===== src/rtl/i2c_tgt_pkg.sv =====
package i2c_tgt_pkg;

  typedef enum logic [2:0] {
    BS_IDLE,
    BS_ADDR,
    BS_ACK_A,
    BS_RX,
    BS_ACK_W,
    BS_TX,
    BS_ACK_R
  } bus_st_t;

  localparam logic [7:0] REG_ID    = 8'h00;
  localparam logic [7:0] REG_CTRL  = 8'h01;
  localparam logic [7:0] REG_STAT  = 8'h02;
  localparam logic [7:0] REG_RELOC = 8'h77;
  localparam logic [7:0] RESET_KEY = 8'h55;

endpackage


===== src/rtl/i2c_tgt_filter.sv =====
module i2c_tgt_filter #(
  parameter int SYNC_LEN = 2,
  parameter int FILT_LEN = 3
) (
  input  logic clk,
  input  logic rst,
  input  logic raw_i,
  output logic clean_o
);
  localparam int HALF = FILT_LEN / 2;

  logic [SYNC_LEN-1:0] sync_q;
  logic [FILT_LEN-1:0] hist_q;
  logic                clean_q;

  always_ff @(posedge clk) begin
    if (rst) begin
      sync_q  <= '1;
      hist_q  <= '1;
      clean_q <= 1'b1;
    end else begin
      sync_q  <= {sync_q[SYNC_LEN-2:0], raw_i};
      hist_q  <= {hist_q[FILT_LEN-2:0], sync_q[SYNC_LEN-1]};
      clean_q <= ($countones(hist_q) > HALF);
    end
  end

  assign clean_o = clean_q;
endmodule


===== src/rtl/i2c_tgt_bus.sv =====
module i2c_tgt_bus
  import i2c_tgt_pkg::*;
(
  input  logic       clk,
  input  logic       rst,
  input  logic       scl_f,
  input  logic       sda_f,
  input  logic [6:0] dev_addr_i,
  input  logic [7:0] rd_data_i,
  output logic [7:0] rd_addr_o,
  output logic       rd_stb_o,
  output logic [7:0] rd_done_addr_o,
  output logic       wr_stb_o,
  output logic [7:0] wr_addr_o,
  output logic [7:0] wr_data_o,
  output logic       sda_pull_o,
  output logic       stop_o
);
  logic       scl_q, sda_q;
  bus_st_t    st;
  logic [3:0] bitcnt;
  logic [7:0] sh, tx, ptr;
  logic       rw_q, first_q, mack_q, pull_q;

  logic scl_rise, scl_fall, start_c, stop_c, byte_full;
  assign scl_rise  = scl_f & ~scl_q;
  assign scl_fall  = ~scl_f & scl_q;
  assign start_c   = scl_f & scl_q & sda_q & ~sda_f;
  assign stop_c    = scl_f & scl_q & ~sda_q & sda_f;
  assign byte_full = (bitcnt == 4'd8);

  // after a host ACK the next byte comes from the following register
  assign rd_addr_o = (st == BS_ACK_R) ? ptr + 8'd1 : ptr;

  always_ff @(posedge clk) begin
    scl_q    <= scl_f;
    sda_q    <= sda_f;
    wr_stb_o <= 1'b0;
    rd_stb_o <= 1'b0;
    if (rst) begin
      scl_q <= 1'b1; sda_q <= 1'b1;
      st <= BS_IDLE; bitcnt <= '0; sh <= '0; tx <= '0; ptr <= '0;
      rw_q <= 1'b0; first_q <= 1'b0; mack_q <= 1'b0; pull_q <= 1'b0;
      wr_addr_o <= '0; wr_data_o <= '0; rd_done_addr_o <= '0;
    end else if (start_c) begin
      st <= BS_ADDR; bitcnt <= '0; pull_q <= 1'b0;
    end else if (stop_c) begin
      st <= BS_IDLE; pull_q <= 1'b0;
    end else begin
      unique case (st)
        BS_IDLE: ;
        BS_ADDR, BS_RX: begin
          if (scl_rise && !byte_full) begin
            sh     <= {sh[6:0], sda_f};
            bitcnt <= bitcnt + 4'd1;
          end else if (scl_fall && byte_full) begin
            bitcnt <= '0;
            if (st == BS_ADDR) begin
              if (sh[7:1] == dev_addr_i) begin
                rw_q <= sh[0]; first_q <= 1'b1; pull_q <= 1'b1; st <= BS_ACK_A;
              end else begin
                st <= BS_IDLE;
              end
            end else begin
              pull_q <= 1'b1; st <= BS_ACK_W;
              if (first_q) begin
                ptr <= sh; first_q <= 1'b0;
              end else begin
                wr_stb_o <= 1'b1; wr_addr_o <= ptr; wr_data_o <= sh;
                ptr <= ptr + 8'd1;
              end
            end
          end
        end
        BS_ACK_A: if (scl_fall) begin
          bitcnt <= '0;
          if (rw_q) begin
            tx <= rd_data_i; pull_q <= ~rd_data_i[7];
            rd_stb_o <= 1'b1; rd_done_addr_o <= rd_addr_o; st <= BS_TX;
          end else begin
            pull_q <= 1'b0; st <= BS_RX;
          end
        end
        BS_ACK_W: if (scl_fall) begin
          pull_q <= 1'b0; st <= BS_RX;
        end
        BS_TX: begin
          if (scl_rise) bitcnt <= bitcnt + 4'd1;
          else if (scl_fall) begin
            if (byte_full) begin
              pull_q <= 1'b0; st <= BS_ACK_R;
            end else begin
              tx <= {tx[6:0], 1'b0}; pull_q <= ~tx[6];
            end
          end
        end
        BS_ACK_R: begin
          if (scl_rise) mack_q <= ~sda_f;
          else if (scl_fall) begin
            if (mack_q) begin
              ptr <= rd_addr_o; tx <= rd_data_i; pull_q <= ~rd_data_i[7];
              rd_stb_o <= 1'b1; rd_done_addr_o <= rd_addr_o;
              bitcnt <= '0; st <= BS_TX;
            end else begin
              st <= BS_IDLE;
            end
          end
        end
        default: st <= BS_IDLE;
      endcase
    end
  end

  assign sda_pull_o = pull_q;
  assign stop_o     = stop_c;
endmodule


===== src/rtl/i2c_tgt_regs.sv =====
module i2c_tgt_regs
  import i2c_tgt_pkg::*;
#(
  parameter logic [6:0] DEF_ADDR   = 7'h45,
  parameter logic [7:0] ID_VAL     = 8'h33,
  parameter logic [7:0] BANK_BASE  = 8'h30,
  parameter int         BANK_DEPTH = 16,
  parameter int         NCH        = 3
) (
  input  logic           clk,
  input  logic           rst,
  input  logic           wr_stb_i,
  input  logic [7:0]     wr_addr_i,
  input  logic [7:0]     wr_data_i,
  input  logic           rd_stb_i,
  input  logic [7:0]     rd_done_addr_i,
  input  logic [7:0]     rd_addr_i,
  input  logic [NCH-1:0] done_i,
  output logic [7:0]     rd_data_o,
  output logic [6:0]     dev_addr_o,
  output logic           irq_n_o,
  output logic           stb_o,
  output logic [7:0]     stb_addr_o,
  output logic [7:0]     stb_data_o
);
  localparam int IDX_W = (BANK_DEPTH > 1) ? $clog2(BANK_DEPTH) : 1;
  localparam logic [8:0] BANK_END = {1'b0, BANK_BASE} + 9'(BANK_DEPTH);

  logic [7:0]            mem [BANK_DEPTH];
  logic [BANK_DEPTH-1:0] vld_q;
  logic [7:0]            ctrl_q, reloc_q;
  logic [NCH-1:0]        flag_q;
  logic                  pu_q;

  function automatic logic in_bank(input logic [7:0] a);
    return (a >= BANK_BASE) && ({1'b0, a} < BANK_END);
  endfunction

  logic             soft_hit, wr_bank, writable, clr;
  logic [IDX_W-1:0] widx, ridx;
  assign soft_hit = wr_stb_i && (wr_addr_i == REG_ID) && (wr_data_i == RESET_KEY);
  assign wr_bank  = wr_stb_i && in_bank(wr_addr_i);
  assign writable = in_bank(wr_addr_i) || (wr_addr_i == REG_CTRL) || (wr_addr_i == REG_RELOC);
  assign clr      = rd_stb_i && (rd_done_addr_i == REG_STAT);
  assign widx     = IDX_W'(wr_addr_i - BANK_BASE);
  assign ridx     = IDX_W'(rd_addr_i - BANK_BASE);

  // storage without reset; a valid vector provides the cleared view
  always_ff @(posedge clk) begin
    if (wr_bank) mem[widx] <= wr_data_i;
  end

  always_ff @(posedge clk) begin
    if (rst || soft_hit) begin
      vld_q   <= '0;
      ctrl_q  <= '0;
      reloc_q <= {1'b0, DEF_ADDR};
      flag_q  <= '0;
      pu_q    <= 1'b1;
    end else begin
      if (wr_bank) vld_q[widx] <= 1'b1;
      if (wr_stb_i && wr_addr_i == REG_CTRL)  ctrl_q  <= wr_data_i;
      if (wr_stb_i && wr_addr_i == REG_RELOC) reloc_q <= wr_data_i;
      for (int i = 0; i < NCH; i++)
        flag_q[i] <= done_i[i] | (flag_q[i] & ~clr);
      pu_q <= pu_q & ~clr;
    end
  end

  always_ff @(posedge clk) begin
    if (rst) begin
      irq_n_o <= 1'b0;
      stb_o   <= 1'b0;
    end else begin
      irq_n_o <= ~(pu_q | (|(flag_q & ctrl_q[5 +: NCH])));
      stb_o   <= wr_stb_i && writable;
    end
    stb_addr_o <= wr_addr_i;
    stb_data_o <= wr_data_i;
  end

  logic [7:0] stat_vec;
  always_comb begin
    stat_vec    = '0;
    stat_vec[4] = pu_q;
    for (int i = 0; i < NCH; i++) stat_vec[5+i] = flag_q[i];
  end

  always_comb begin
    rd_data_o = '0;
    if (in_bank(rd_addr_i)) rd_data_o = vld_q[ridx] ? mem[ridx] : 8'h00;
    else if (rd_addr_i == REG_ID)    rd_data_o = ID_VAL;
    else if (rd_addr_i == REG_CTRL)  rd_data_o = ctrl_q;
    else if (rd_addr_i == REG_STAT)  rd_data_o = stat_vec;
    else if (rd_addr_i == REG_RELOC) rd_data_o = reloc_q;
  end

  assign dev_addr_o = reloc_q[7] ? reloc_q[6:0] : DEF_ADDR;
endmodule


===== src/rtl/i2c_reg_target.sv =====
module i2c_reg_target #(
  parameter logic [6:0] DEF_ADDR   = 7'h45,
  parameter logic [7:0] ID_VAL     = 8'h33,
  parameter logic [7:0] BANK_BASE  = 8'h30,
  parameter int         BANK_DEPTH = 16,
  parameter int         NCH        = 3,
  parameter int         SYNC_LEN   = 2,
  parameter int         FILT_LEN   = 3
) (
  input  logic           clk,
  input  logic           rst,
  input  logic           scl_i,
  input  logic           sda_i,
  input  logic [NCH-1:0] done_i,
  output logic           sda_pull_o,
  output logic           wr_stb_o,
  output logic [7:0]     wr_addr_o,
  output logic [7:0]     wr_data_o,
  output logic           irq_n_o
);
  logic       scl_f, sda_f;
  logic [6:0] dev_addr;
  logic [7:0] rd_addr, rd_data, rd_done_addr, bus_wr_addr, bus_wr_data;
  logic       bus_rd_stb, bus_wr_stb, bus_stop;

  i2c_tgt_filter #(.SYNC_LEN(SYNC_LEN), .FILT_LEN(FILT_LEN)) u_fscl (
    .clk(clk), .rst(rst), .raw_i(scl_i), .clean_o(scl_f));
  i2c_tgt_filter #(.SYNC_LEN(SYNC_LEN), .FILT_LEN(FILT_LEN)) u_fsda (
    .clk(clk), .rst(rst), .raw_i(sda_i), .clean_o(sda_f));

  i2c_tgt_bus u_bus (
    .clk(clk), .rst(rst), .scl_f(scl_f), .sda_f(sda_f),
    .dev_addr_i(dev_addr), .rd_data_i(rd_data),
    .rd_addr_o(rd_addr), .rd_stb_o(bus_rd_stb), .rd_done_addr_o(rd_done_addr),
    .wr_stb_o(bus_wr_stb), .wr_addr_o(bus_wr_addr), .wr_data_o(bus_wr_data),
    .sda_pull_o(sda_pull_o), .stop_o(bus_stop));

  i2c_tgt_regs #(
    .DEF_ADDR(DEF_ADDR), .ID_VAL(ID_VAL), .BANK_BASE(BANK_BASE),
    .BANK_DEPTH(BANK_DEPTH), .NCH(NCH)
  ) u_regs (
    .clk(clk), .rst(rst),
    .wr_stb_i(bus_wr_stb), .wr_addr_i(bus_wr_addr), .wr_data_i(bus_wr_data),
    .rd_stb_i(bus_rd_stb), .rd_done_addr_i(rd_done_addr), .rd_addr_i(rd_addr),
    .done_i(done_i), .rd_data_o(rd_data), .dev_addr_o(dev_addr),
    .irq_n_o(irq_n_o), .stb_o(wr_stb_o), .stb_addr_o(wr_addr_o), .stb_data_o(wr_data_o));
endmodule


===== config.mk =====
export PLATFORM = sky130hd
export DESIGN_NAME = i2c_reg_target
export DESIGN_NICKNAME = d
export VERILOG_FILES = /design/src/rtl/i2c_tgt_pkg.sv /design/src/rtl/i2c_tgt_filter.sv /design/src/rtl/i2c_tgt_bus.sv /design/src/rtl/i2c_tgt_regs.sv /design/src/rtl/i2c_reg_target.sv
export SDC_FILE = /design/constraint.sdc
export NUM_CORES = 1
export LEC_CHECK = 0
export BUFFER_PORTS_ARGS = -buffer_cell sky130_fd_sc_hd__buf_2
export CAP_MARGIN = 40
export CORE_MARGIN = 2
export CORE_UTILIZATION = 45
export DETAILED_ROUTE_END_ITERATION = 6
export GPL_TIMING_DRIVEN = 0
export PLACE_DENSITY_LB_ADDON = 0.2
export SKIP_CTS_REPAIR_TIMING = 1
export SLEW_MARGIN = 20
export SYNTH_ARGS = -nofsm -noshare
export SYNTH_HDL_FRONTEND = slang
export SYNTH_SLANG_ARGS = --single-unit

===== constraint.sdc =====
create_clock -name clk -period 5.9 [get_ports clk]
set_clock_uncertainty 0.15 [all_clocks]
set_input_delay 1.18 -clock clk [delete_from_list [all_inputs] [get_ports clk]]
set_output_delay 1.18 -clock clk [all_outputs]
set_load 0.005 [all_outputs]

[Word-level counts from Yosys, hierarchy flattened]
Memory sizes are Yosys's and may differ from the RTL's.
Cells that the tools add are included.
Cells by class
  add/sub/neg operators: 8
  magnitude comparators: 9
  eq/ne operators: 42
  mux-type cells: 80
  bitwise logic cells: 33
  reductions and logical operators: 41
Operator list (number)
  $mux W8: 16
  $add A32 B1 Y32: 2
  $gt A32 B2 Y1 const B: 2
  $mux W7: 9
  $mux W3: 12
  $pmux W8 S2: 2
  $mux W4: 7
  $mux W1: 26
  $eq A8 B7 Y1 const B: 3
  $ne A4 B2 Y1 const B: 6
  $reduce_and A11 Y1: 2
  $pmux W7 S3: 1
  $reduce_and A10 Y1: 2
  $ne A2 B1 Y1 const B: 9
  $pmux W3 S6: 1
  $eq A8 B1 Y1 const B: 2
  $eq A8 B2 Y1 const B: 2
  $ge A8 B6 Y1 const B: 2
  $logic_not A8 Y1: 2
  $lt A8 B7 Y1 const B: 2
  $not A1 Y1: 16
  $or A16 B16 Y16: 1
  $pmux W4 S4: 1
  $reduce_and A8 Y1: 2
  other kinds (40): 83
Word-level totals
  register bits: 128
  bits in writable memories: 128
  input port bits: 7
  logic and storage cells: 246
  memories kept: 1
Memories
  u_regs.mem: words 16, bits a word 8, rd ports 1, clocked after Yosys merged registers in 0, wr ports 1, line i2c_tgt_regs.sv:29  | logic [7:0] mem [BANK_DEPTH];

[Logic depth before layout (Yosys ltp)]
Gate-level depths: netlist of run 1.
  depth in word-level cells: 13
  mapped depth: 12

[Modules after synthesis]
From an unflattened synthesis of run 1, not the netlist that was laid out.
Second synthesis, totals
  cells, all modules: 818
  area total of the unflattened synthesis: 10672.7 µm²
Modules (own cells, without submodules)
  i2c_tgt_regs: times used 1, cells an instance 425, area an instance 7043.0 µm²
  i2c_tgt_bus: times used 1, cells an instance 367, area an instance 3284.4 µm²
  i2c_tgt_filter: times used 2, cells an instance 13, area an instance 172.7 µm²

[Worst setup path before layout of run 1]
OpenSTA, ideal clock, no wires.
  path type: register to register
  start point: register u_bus.ptr[0]
  end point: register u_bus.pull_q, in the netlist u_bus.sda_pull_o
  library setup time: 69 ps
  arrival: 2404 ps
  required time: 5681 ps
  setup slack: 3277 ps
  cell stages (with the launch flop): 11
  path buffers: 3
  clock period less this slack: 2623 ps
  cells stage by stage: dfxtp_1 -> ha_1 -> buf_2 -> buf_2 -> buf_1 -> mux2_2 -> a311oi_1 -> o21ai_0 -> a21oi_1 -> a211oi_1 -> o21ai_1
Between the ends
  cells in the longest elaborated chain, start to end: 13
  elaborated cells between the ends (all ways): 26
  those cells by class: add/sub: 2; order compare: 2; eq/ne: 3; mux: 15; bitwise: 1; reduce/logical: 2; memory: 1
RTL lines
  start: declaration: line i2c_tgt_bus.sv:22  | logic [7:0] sh, tx, ptr;
  start signal: assignment: line i2c_tgt_bus.sv:70  | ptr <= ptr + 8'd1;
  start signal: assignment: line i2c_tgt_bus.sv:101  | ptr <= rd_addr_o; tx <= rd_data_i; pull_q <= ~rd_data_i[7];
  $add A8 B1 Y8: line i2c_tgt_bus.sv:33  | assign rd_addr_o = (st == BS_ACK_R) ? ptr + 8'd1 : ptr;
  $mux W8 (*): line i2c_tgt_bus.sv:33
  branches (longest 5 deep; another with $sub A4 B1 Y4)
  $mux W8 (*): line i2c_tgt_regs.sv:91  | if (in_bank(rd_addr_i)) rd_data_o = vld_q[ridx] ? mem[ridx] : 8'h00;
  $not A1 Y1 (*): line i2c_tgt_bus.sv:78, i2c_tgt_bus.sv:101
  $mux W1: line i2c_tgt_bus.sv:100  | if (mack_q) begin
  $mux W1: line i2c_tgt_bus.sv:99  | else if (scl_fall) begin
  $mux W1: line i2c_tgt_bus.sv:98  | if (scl_rise) mack_q <= ~sda_f;
  $pmux W1 S5 (*): line i2c_tgt_bus.sv:50  | unique case (st)
  end signal: assignment: line i2c_tgt_bus.sv:78  | tx <= rd_data_i; pull_q <= ~rd_data_i[7];
  end signal: assignment: line i2c_tgt_bus.sv:93  | tx <= {tx[6:0], 1'b0}; pull_q <= ~tx[6];
  end signal: assignment: line i2c_tgt_bus.sv:101
  end: declaration: line i2c_tgt_bus.sv:23  | logic rw_q, first_q, mack_q, pull_q;
Every way passes the cells marked *. The select of a mux whose other input is x is not followed.
A chain may end at the register's enable or synchronous reset.

[Worst setup path after layout of run 1]
Same ends and word-level chain as after synthesis.

==> impl_metrics.yaml, run 1 <==
clock_tree:
  cts_sinks: 256
  clockBufferDepth: 3
  tritoncts: "done"
  clkLatencyLatePin_ps: 550
  cts_root_buffer: "clkbuf_16"
  htree_num_levels: 1
  clk_pin_slew_worst_paths_ps: 60
  cts_made_buffers: 29
final_layout:
  final_cell_mix: "dfxtp_1 (128), edfxtp_1 (128), nand2_1 (112)"
  fin_util: 0.519
  drive_gt1_frac: 0.151
  area_delta_synth_final_pct: 13.4
  diodes: 0
  fillers: 2360
  nets: 1180
worst_setup_path:
  arrival_ps: 4080
  r2r-start: "u_bus.ptr[0]"
  end_kind: "flip-flop"
  r2r_end: "u_bus.sda_pull_o"
  r2r_slack_ps: 2150
  reg2regPathDepth: 11
  required_ps: 6230
  crit_type: "reg -> reg"
  worst_setup_path_start_kind: "flip-flop"
  cp_max_fo: 10
logic_synthesis:
  synth.area.top_cells: "edfxtp_1 (32%), dfxtp_1 (21%), mux2i_1 (8.6%)"
  syn-num-nets: 1109
  synthCells: 1097
  yosysUniqueCellTypes: 79
  synth_top_cell_area_share: 0.322
  yosysTopAreaCell: "edfxtp_1"
  mappedNetlistArea_um2: 11900
  synth-async-reset-ratio: 0
  synth-main-ff-cell: "edfxtp_1"
  synth.yosys.seq_area_share: 0.537
  ys_seq_elements: 256
  synth_edf_count: 128
  yosys_warnings: 0
  avgSynthCellArea_um2: 10.9
grt:
  groute.usage.overall: 0.244
  first_global_vias: 8648
  grt_max_degree: 22
  grt_pass1_wl_um: 52600
  antenna_found_initial: 0
  grt_overflow: 0
power:
  p_leak_nw: 4.64
  ir_drop_v: 0.000252
  power_w: 0.00355
  power_density_nw_per_um2: 262
timing:
  relSlewSlack: 0.412
  period_share: 0.636
  drv_slew: 0
  period_minus_slack_ps: 3750
  tightest_slew_ps: 881
  finalSetupViolations: 0
  rsz0062_at_grt: "no"
  fin_setup_tns_ps: 0
  hold_viol: 0
  max_freq_mhz: 267
route:
  vias_per_cell: 5.98
  drc: 0
  drt_first_pass_iters: 5
  final_antenna_net_count: 0
  wire_per_inst_um: 22.6
  routed_wl_um: 34500
  drt-initial-drc-count: 844
  vias: 9116
worst_hold_path:
  hold_depth: 0
  hp-class: "reg -> reg"
  min_to: "u_regs.stb_addr_o[0]"
  hp-start: "u_bus.wr_addr_o[0]"
floorplanning:
  coreArea_um2: 26100
  start_util: 0.458
  ioPinCount: 26
  dieArea_um2: 27900
  rows: 59
  die-height_um: 167
  die_w_um: 167
outcome:
  status: "finished clean"
place:
  dp_hpwl_um: 24200
  io_buffers: 25
  gp_congestion: 0.900
job:
  drv_cap: 0
-- critical path, cell delays in order (launching register included) --
cell and delay, ps:
dfxtp_1 370, ha_1 300, buf_2 180, buf_2 340, buf_1 630, mux2i_1 260, nor3_1 60, a311oi_1 560
o21ai_0 340, a21oi_1 220, a211oi_1 100, o21ai_1 160
-- synth_stat cells (all sizes together) (6+ instances only) --
| cell | number |
|---|---|
| a211oi | 41 |
| a21oi | 61 |
| a22oi | 14 |
| a31oi | 6 |
| a32oi | 10 |
| buf | 41 |
| clkbuf | 36 |
| dfxtp | 128 |
| edfxtp | 128 |
| inv | 19 |
| mux2i | 102 |
| mux4 | 13 |
| nand2 | 112 |
| nand2b | 7 |
| nand3 | 23 |
| nand3b | 6 |
| nor2 | 87 |
| nor2b | 29 |
| nor3 | 24 |
| nor4 | 7 |
| o211ai | 9 |
| o21a | 17 |
| o21ai | 36 |
| o311ai | 7 |
| or2 | 15 |
| or3 | 9 |
| xnor2 | 13 |
-- cell families (layout without fill, tap and decap cells) --
logic type / after synthesis / in the layout / synth area share
xor+xnor: 18 / 18 / 0.0145
flops: 256 / 256 / 0.537
simple gates: 349 / 349 / 0.144
mux: 118 / 118 / 0.113
fa+ha+maj: 5 / 5 / 0.00524
compound gates: 255 / 255 / 0.149
buf+inv: 96 / 189 / 0.0372
-- power breakdown --
part | internal (W) | switching (W)
Combinational | 0.00000994 | 0.0000251
Sequential | 0.00185 | 0.00000370
Clock | 0.000949 | 0.000705
Total | 0.00281 | 0.000734
-- worst max path at each step --
stage | start | end | slack, ps | cells after the start
global route | u_bus.ptr[0] | u_bus.sda_pull_o | 2050 | 11
detailed placement | u_bus.ptr[0] | u_bus.sda_pull_o | 2350 | 11
finish | u_bus.ptr[0] | u_bus.sda_pull_o | 2150 | 11
global placement | u_bus.ptr[0] | u_bus.sda_pull_o | 2110 | 9
CTS | u_bus.ptr[0] | u_bus.sda_pull_o | 2320 | 11
floorplan | u_bus.ptr[0] | u_bus.sda_pull_o | 3280 | 10
-- through the flow --
step / worst slack [ps] / hold slack, ps / instance area [um2] / cells
global placement: 2110 / 201 / 12500 / 1457
CTS: 2320 / 209 / 13500 / 1522
floorplan: 3280 / 179 / 11900 / 1097
global route: 2050 / 217 / 13500 / 1525
finish: 2150 / 212 / 13500 / 1525
detailed placement: 2350 / 197 / 12600 / 1469
-- final cells by class --
| cell class | count | area [um2] | area share |
|---|---|---|---|
| tap | 335 | 419 | 0.0310 |
| sequential | 256 | 6410 | 0.473 |
| clock buffer | 39 | 803 | 0.0593 |
| multi-input combinational | 745 | 5130 | 0.379 |
| inverter | 19 | 71.3 | 0.00527 |
| timing repair buffer | 40 | 263 | 0.0194 |
| buffer | 77 | 373 | 0.0275 |
| clock inverter | 14 | 71.3 | 0.00527 |
-- metal layers --
metal / share of wire / track usage / up-vias
li1: - / - / 4229
met1: 0.45 / 0.353 / 4455
met2: 0.45 / 0.383 / 373
met3: 0.073 / 0.0323 / 59
met4: 0.028 / 0.0768 / 0
met5: 0 / 0 / -
-- state kept, by name, summed over array words and instances, names as in the netlist, 2 cells and up --
register	cells
u_regs.mem	128
u_regs.vld_q	16
u_bus.ptr	8
u_bus.rd_done_addr_o	8
u_bus.sh	8
u_bus.wr_addr_o	8
u_bus.wr_data_o	8
u_regs.ctrl_q	8
u_regs.reloc_q	8
u_regs.stb_addr_o	8
u_regs.stb_data_o	8
u_bus.tx	7
u_bus.bitcnt	4
u_bus.st	3
u_fscl.hist_q	3
u_fsda.hist_q	3
u_regs.flag_q	3
u_fscl.sync_q	2
u_fsda.sync_q	2
Note: power is estimated with default switching activity, not from simulation.
==> run 2: changes to the inputs <==
ABC_AREA = 1   (was not set)
clock period = 3.04 ns   (was 5.9 ns; I/O delays follow)
==> run 2 against run 1 <==
Compared with the run above:
- synthesized cell count rose by 18%
- global-route usage fell by 1.4 points
- core utilization rose by 0.17 points
- maximum frequency rose by 37%
- register-to-register slack got worse by 1800 ps
- final area fell by 6.6%
- largest power group unchanged
==> impl_metrics.yaml, run 2 <==
worst_hold_path:
  hp-class: "in -> reg"
power:
  p_sw_frac: 0.204
  power_density_nw_per_um2: 539
  ir_drop_v: 0.000464
  intPower_w: 0.00542
  p_leak_nw: 5.32
  p_seq_frac: 0.529
  pwr-share-comb: 0.012
  p_switching_w: 0.00139
  clockPowerShare: 0.459
grt:
  groute.usage.overall: 0.230
  grt_max_degree: 21
  first_global_vias: 8369
  antenna_found_initial: 0
  grt_overflow: 0
  grt_pass1_wl_um: 46200
floorplanning:
  rows: 57
  die-height_um: 161
  start_util: 0.456
  coreArea_um2: 24200
  dieArea_um2: 25800
  die_w_um: 161
  ioPinCount: 26
route:
  drc: 0
  drt-initial-drc-count: 899
  vias: 8844
  wire_per_inst_um: 17.1
  vias_per_cell: 5.18
  final_antenna_net_count: 0
  routed_wl_um: 29200
  drt_first_pass_iters: 5
final_layout:
  reg_top3: "u_regs.mem (128), u_regs.vld_q (16)"
  top_register: "u_regs.mem"
  final_common_cell: "nand2_1"
  fin_util: 0.521
  area_delta_synth_final_pct: 14.2
  nets: 1378
  final_cell_mix: "nand2_1 (321), inv_1 (174), nor2_1 (137)"
  diodes: 0
  drive_gt1_frac: 0.111
  largest_reg_flops: 128
worst_setup_path:
  crit_type: "reg -> reg"
  critical_path_buf_inv_count: 1
  crit_path_frequent_cell: "nand2_1"
  arrival_ps: 2960
  worst_setup_path_start_kind: "flip-flop"
  crit_family: "simple AND/OR/NAND/NOR gates"
  required_ps: 3270
  path_cells: "ha_1 > nand2_1 > nand2_1 > nor2_2 > buf_2 > nand2_1 > nand3_1 > nand2_1 > nand2_1 > nor2_1 > nand2_1 > nand3_1 > nand2_1 > a21oi_1"
  crit_slowest_cell: "dfxtp_1"
  end_kind: "flip-flop"
  cp_max_fo: 10
  critical-path-max-stage-delay_ps: 520
timing:
  period_minus_slack_ps: 2730
  drv_slew: 0
  relSlewSlack: 0.477
  rsz0062_at_grt: "no"
  max_freq_mhz: 366
  hold_viol: 0
  fin_setup_tns_ps: 0
  setup_ws_ps: 309
  tightest_slew_ps: 781
  period_share: 0.898
  finalSetupViolations: 0
clock_tree:
  cts_root_buffer: "clkbuf_16"
  htree_num_levels: 1
  tritoncts: "done"
  cts_sinks: 256
  clk_pin_slew_worst_paths_ps: 60
  clkLatencyLatePin_ps: 540
  clockBufferDepth: 3
  cts_made_buffers: 26
logic_synthesis:
  synth-async-reset-ratio: 0
  synth_edf_count: 128
  synthCells: 1293
  synth_common_cells: "nand2_1 (321), inv_1 (174), nor2_1 (137)"
  synth_top_cell_area_share: 0.348
  yosysUniqueCellTypes: 43
  ys_seq_elements: 256
  yosys_warnings: 0
  synth-main-ff-cell: "edfxtp_1"
  yosysMostFrequentCell: "nand2_1"
  avgSynthCellArea_um2: 8.55
  syn-num-nets: 1305
  synth.yosys.seq_area_share: 0.579
  synth.area.top_cells: "edfxtp_1 (35%), dfxtp_1 (23%), nand2_1 (11%)"
  yosysTopAreaCell: "edfxtp_1"
  mappedNetlistArea_um2: 11100
place:
  dp_hpwl_um: 21400
  post-place-ws_ps: 298
  io_buffers: 24
  gp_congestion: 0.941
job:
  drv_cap: 0
outcome:
  status: "finished clean"
==> run 2: cell types whose count changed after synthesis, moves of 29 or more <==
cell,change
mux2i_1,-102
nor2_1,+50
nand2_1,+209
a211oi_1,-32
nor2b_1,-29
o21ai_0,+45
inv_1,+155
nand3_1,+66
==> run 2: worst paths after layout <==
path                           start              endpoint  slack (ps)  depth (start not counted)
hold / removal                 scl_i      u_fscl.sync_q[0]         110                          2
setup / recovery        u_bus.ptr[1]           u_bus.tx[6]         310                         14
setup reg to reg        u_bus.ptr[1]           u_bus.tx[6]         310                         14
hold reg to reg   u_bus.wr_addr_o[5]  u_regs.stb_addr_o[5]         240                          0
==> run 2: power groups by stage <==
stage / Clock (W) / Combinational (W) / Sequential [W]
final: 0.00313 / 0.0000789 / 0.00361
after global routing: 0.00330 / 0.0000883 / 0.00361
after CTS: 0.00316 / 0.0000781 / 0.00361
after detailed placement: 0 / 0.0000780 / 0.00368
after global placement: 0 / 0.0000776 / 0.00368
after floorplan: 0 / 0.0000496 / 0.00368
==> run 2: metrics by stage <==
stage | cells | hold slack [ps] | cell area (um2) | power [W]
floorplan | 1293 | 214 | 11100 | 0.00373
global placement | 1641 | 231 | 11600 | 0.00376
detailed placement | 1660 | 229 | 11800 | 0.00376
CTS | 1706 | 92.0 | 12600 | 0.00685
global route | 1708 | 115 | 12600 | 0.00699
finish | 1708 | 108 | 12600 | 0.00681
==> run 2: area by class of cell <==
class                           count  area, um2
Clock buffer                       40        795
Sequential cell                   256       6410
Buffer                             45        235
Multi-Input combinational cell    809       3730
Clock inverter                      6       48.8
Fill cell                        2325      11600
Inverter                          183        689
Tap cell                          324        405
Timing Repair Buffer               45        327
==> run 2: routing by layer <==
metal | GRT usage | share of wire | vias to the layer above
li1 | - | - | 4333
met1 | 0.330 | 0.46 | 4181
met2 | 0.364 | 0.44 | 273
met3 | 0.0331 | 0.072 | 57
met4 | 0.0731 | 0.030 | 0
met5 | 0 | 0 | -
==> run 2: worst register-to-register path: cells and delay by family (launching register included) <==
kind                       cells  cell delay, ps
and+or+nand+nor               11            1190
DFF                            1             520
adders and majority gates      1             380
buffers and inverters          1             300
AOI/OAI and AO/OA              1              50
==> run 2: cell families (layout without fill, tap and decap cells) <==
| logic type | count (synthesis) | count (layout) | share of synthesized area |
|---|---|---|---|
| compound gates | 181 | 181 | 0.0893 |
| xor+xnor | 6 | 6 | 0.00475 |
| fa+ha+maj | 5 | 5 | 0.00566 |
| buf+inv | 228 | 319 | 0.0836 |
| flops | 256 | 256 | 0.579 |
| simple gates | 617 | 617 | 0.238 |
==> run 3: changes to the inputs <==
ABC_AREA = 0   (was 1)
==> run 3 against run 2 <==
Compared with the run above:
- global-route usage is 1.4 points higher
- non-clock buffer count is 31 higher
- combinational power is 13% lower
- die area is 7.7% higher
- critical path type unchanged
- largest cell class unchanged
==> impl_metrics.yaml, run 3 (synthesis gave the netlist of run 1 again) <==
place:
  gp_congestion: 0.900
  dp_hpwl_um: 24200
  io_buffers: 25
  post_dp_cell_area_um2: 12600
  post-place-ws_ps: -507
timing:
  period_share: 0.987
  finalSetupViolations: 0
  hold_viol: 0
  setup_ws_ps: 39.3
  tightest_slew_ps: 842
  drv_slew: 0
  period_minus_slack_ps: 3000
  fin_setup_tns_ps: 0
  relSlewSlack: 0.438
  max_freq_mhz: 333
floorplanning:
  die-height_um: 167
  rows: 59
  ioPinCount: 26
  start_util: 0.458
  die_w_um: 167
  coreArea_um2: 26100
  dieArea_um2: 27900
outcome:
  status: "finished clean"
worst_setup_path:
  crit_type: "reg -> reg"
  arrival_ps: 3310
  end_kind: "flip-flop"
  worst_setup_path_start_kind: "flip-flop"
  required_ps: 3350
  cp_max_fo: 8
clock_tree:
  htree_num_levels: 1
  cts_sinks: 256
  cts_root_buffer: "clkbuf_16"
  clkLatencyLatePin_ps: 550
  clk_pin_slew_worst_paths_ps: 60
  cts_made_buffers: 29
  tritoncts: "done"
  clockBufferDepth: 3
power:
  p_leak_nw: 4.72
  power_density_nw_per_um2: 502
  ir_drop_v: 0.000494
final_layout:
  final_common_cell: "edfxtp_1"
  fin_util: 0.528
  drive_gt1_frac: 0.179
  nets: 1184
  fillers: 2357
  largest_reg_flops: 128
  diodes: 0
  area_delta_synth_final_pct: 15.1
  regArea_um2: 6410
  top_register: "u_regs.mem"
  final_cell_mix: "edfxtp_1 (128), dfxtp_1 (127), nand2_1 (112)"
  fin_area_um2: 13700
  multi_input_area_um2: 5270
  reg_top3: "u_regs.mem (128), u_regs.vld_q (16)"
route:
  routed_wl_um: 34800
  drt_first_pass_iters: 5
  vias: 9154
  wire_per_inst_um: 22.7
  drt-initial-drc-count: 837
  drc: 0
  final_antenna_net_count: 0
  vias_per_cell: 5.99
grt:
  grt_max_degree: 22
  groute.usage.overall: 0.244
  antenna_found_initial: 0
  grt_pass1_wl_um: 52600
  grt_overflow: 0
  first_global_vias: 8648
job:
  drv_cap: 0
worst_hold_path:
  hp-class: "in -> reg"
==> run 3: cell types whose count changed in the layout (fill, tap and decap cells not counted), moves of 47 or more <==
cell	previous run	this run
nor2_1	137	75
inv_1	174	19
mux2i_1	0	101
o21ai_0	80	33
nand2_1	321	112
nand3_1	89	23
==> run 3: path summary, 6_finish.rpt <==
kind	from	endpoint	slack, ps	cells past startpoint
worst min-delay path	sda_i	u_fsda.sync_q[0]	90	2
worst max register to register	u_bus.ptr[0]	u_bus.tx[1]	40	9
worst min register to register	u_bus.wr_addr_o[0]	u_regs.stb_addr_o[0]	210	0
worst max-delay path	u_bus.ptr[0]	u_bus.tx[1]	40	9
==> run 3: per-stage QoR <==
stage	cells	power, W	hold WS (ps)
after detailed placement	1469	0.00374	197
final	1529	0.00690	92.3
after global routing	1529	0.00709	84.1
after global placement	1457	0.00374	201
after floorplan	1097	0.00372	179
after CTS	1522	0.00693	77.1
==> run 3: critical path, stage by stage, from the launching register on <==
cell       delay, ps
dfxtp_2          350
ha_1             290
buf_2            180
and4b_2          320
a22oi_1          260
o2111ai_2        190
mux2i_2          250
o211ai_4         180
or3_4            460
a311oi_1         270
==> run 3: power by group <==
group	leakage (nW)	switching, W	internal [W]	total, W
sequential	2.22	0.00000732	0.00360	0.00361
clock	0.435	0.00138	0.00184	0.00322
combinational	2.06	0.0000489	0.0000195	0.0000683
==> run 3: routing by layer <==
metal | vias to the layer above | share of wire | GRT usage
li1 | 4243 | - | -
met1 | 4520 | 0.46 | 0.353
met2 | 330 | 0.45 | 0.383
met3 | 61 | 0.064 | 0.0323
met4 | 0 | 0.026 | 0.0768
met5 | - | 0 | 0
==> run 3: final cells by class <==
type                            instances  share of cell area
Sequential cell                       256               0.466
Timing Repair Buffer                   44              0.0213
Inverter                               19             0.00519
Clock inverter                         14             0.00519
Multi-Input combinational cell        745               0.383
Buffer                                 77              0.0300
Clock buffer                           39              0.0584
Tap cell                              335              0.0305
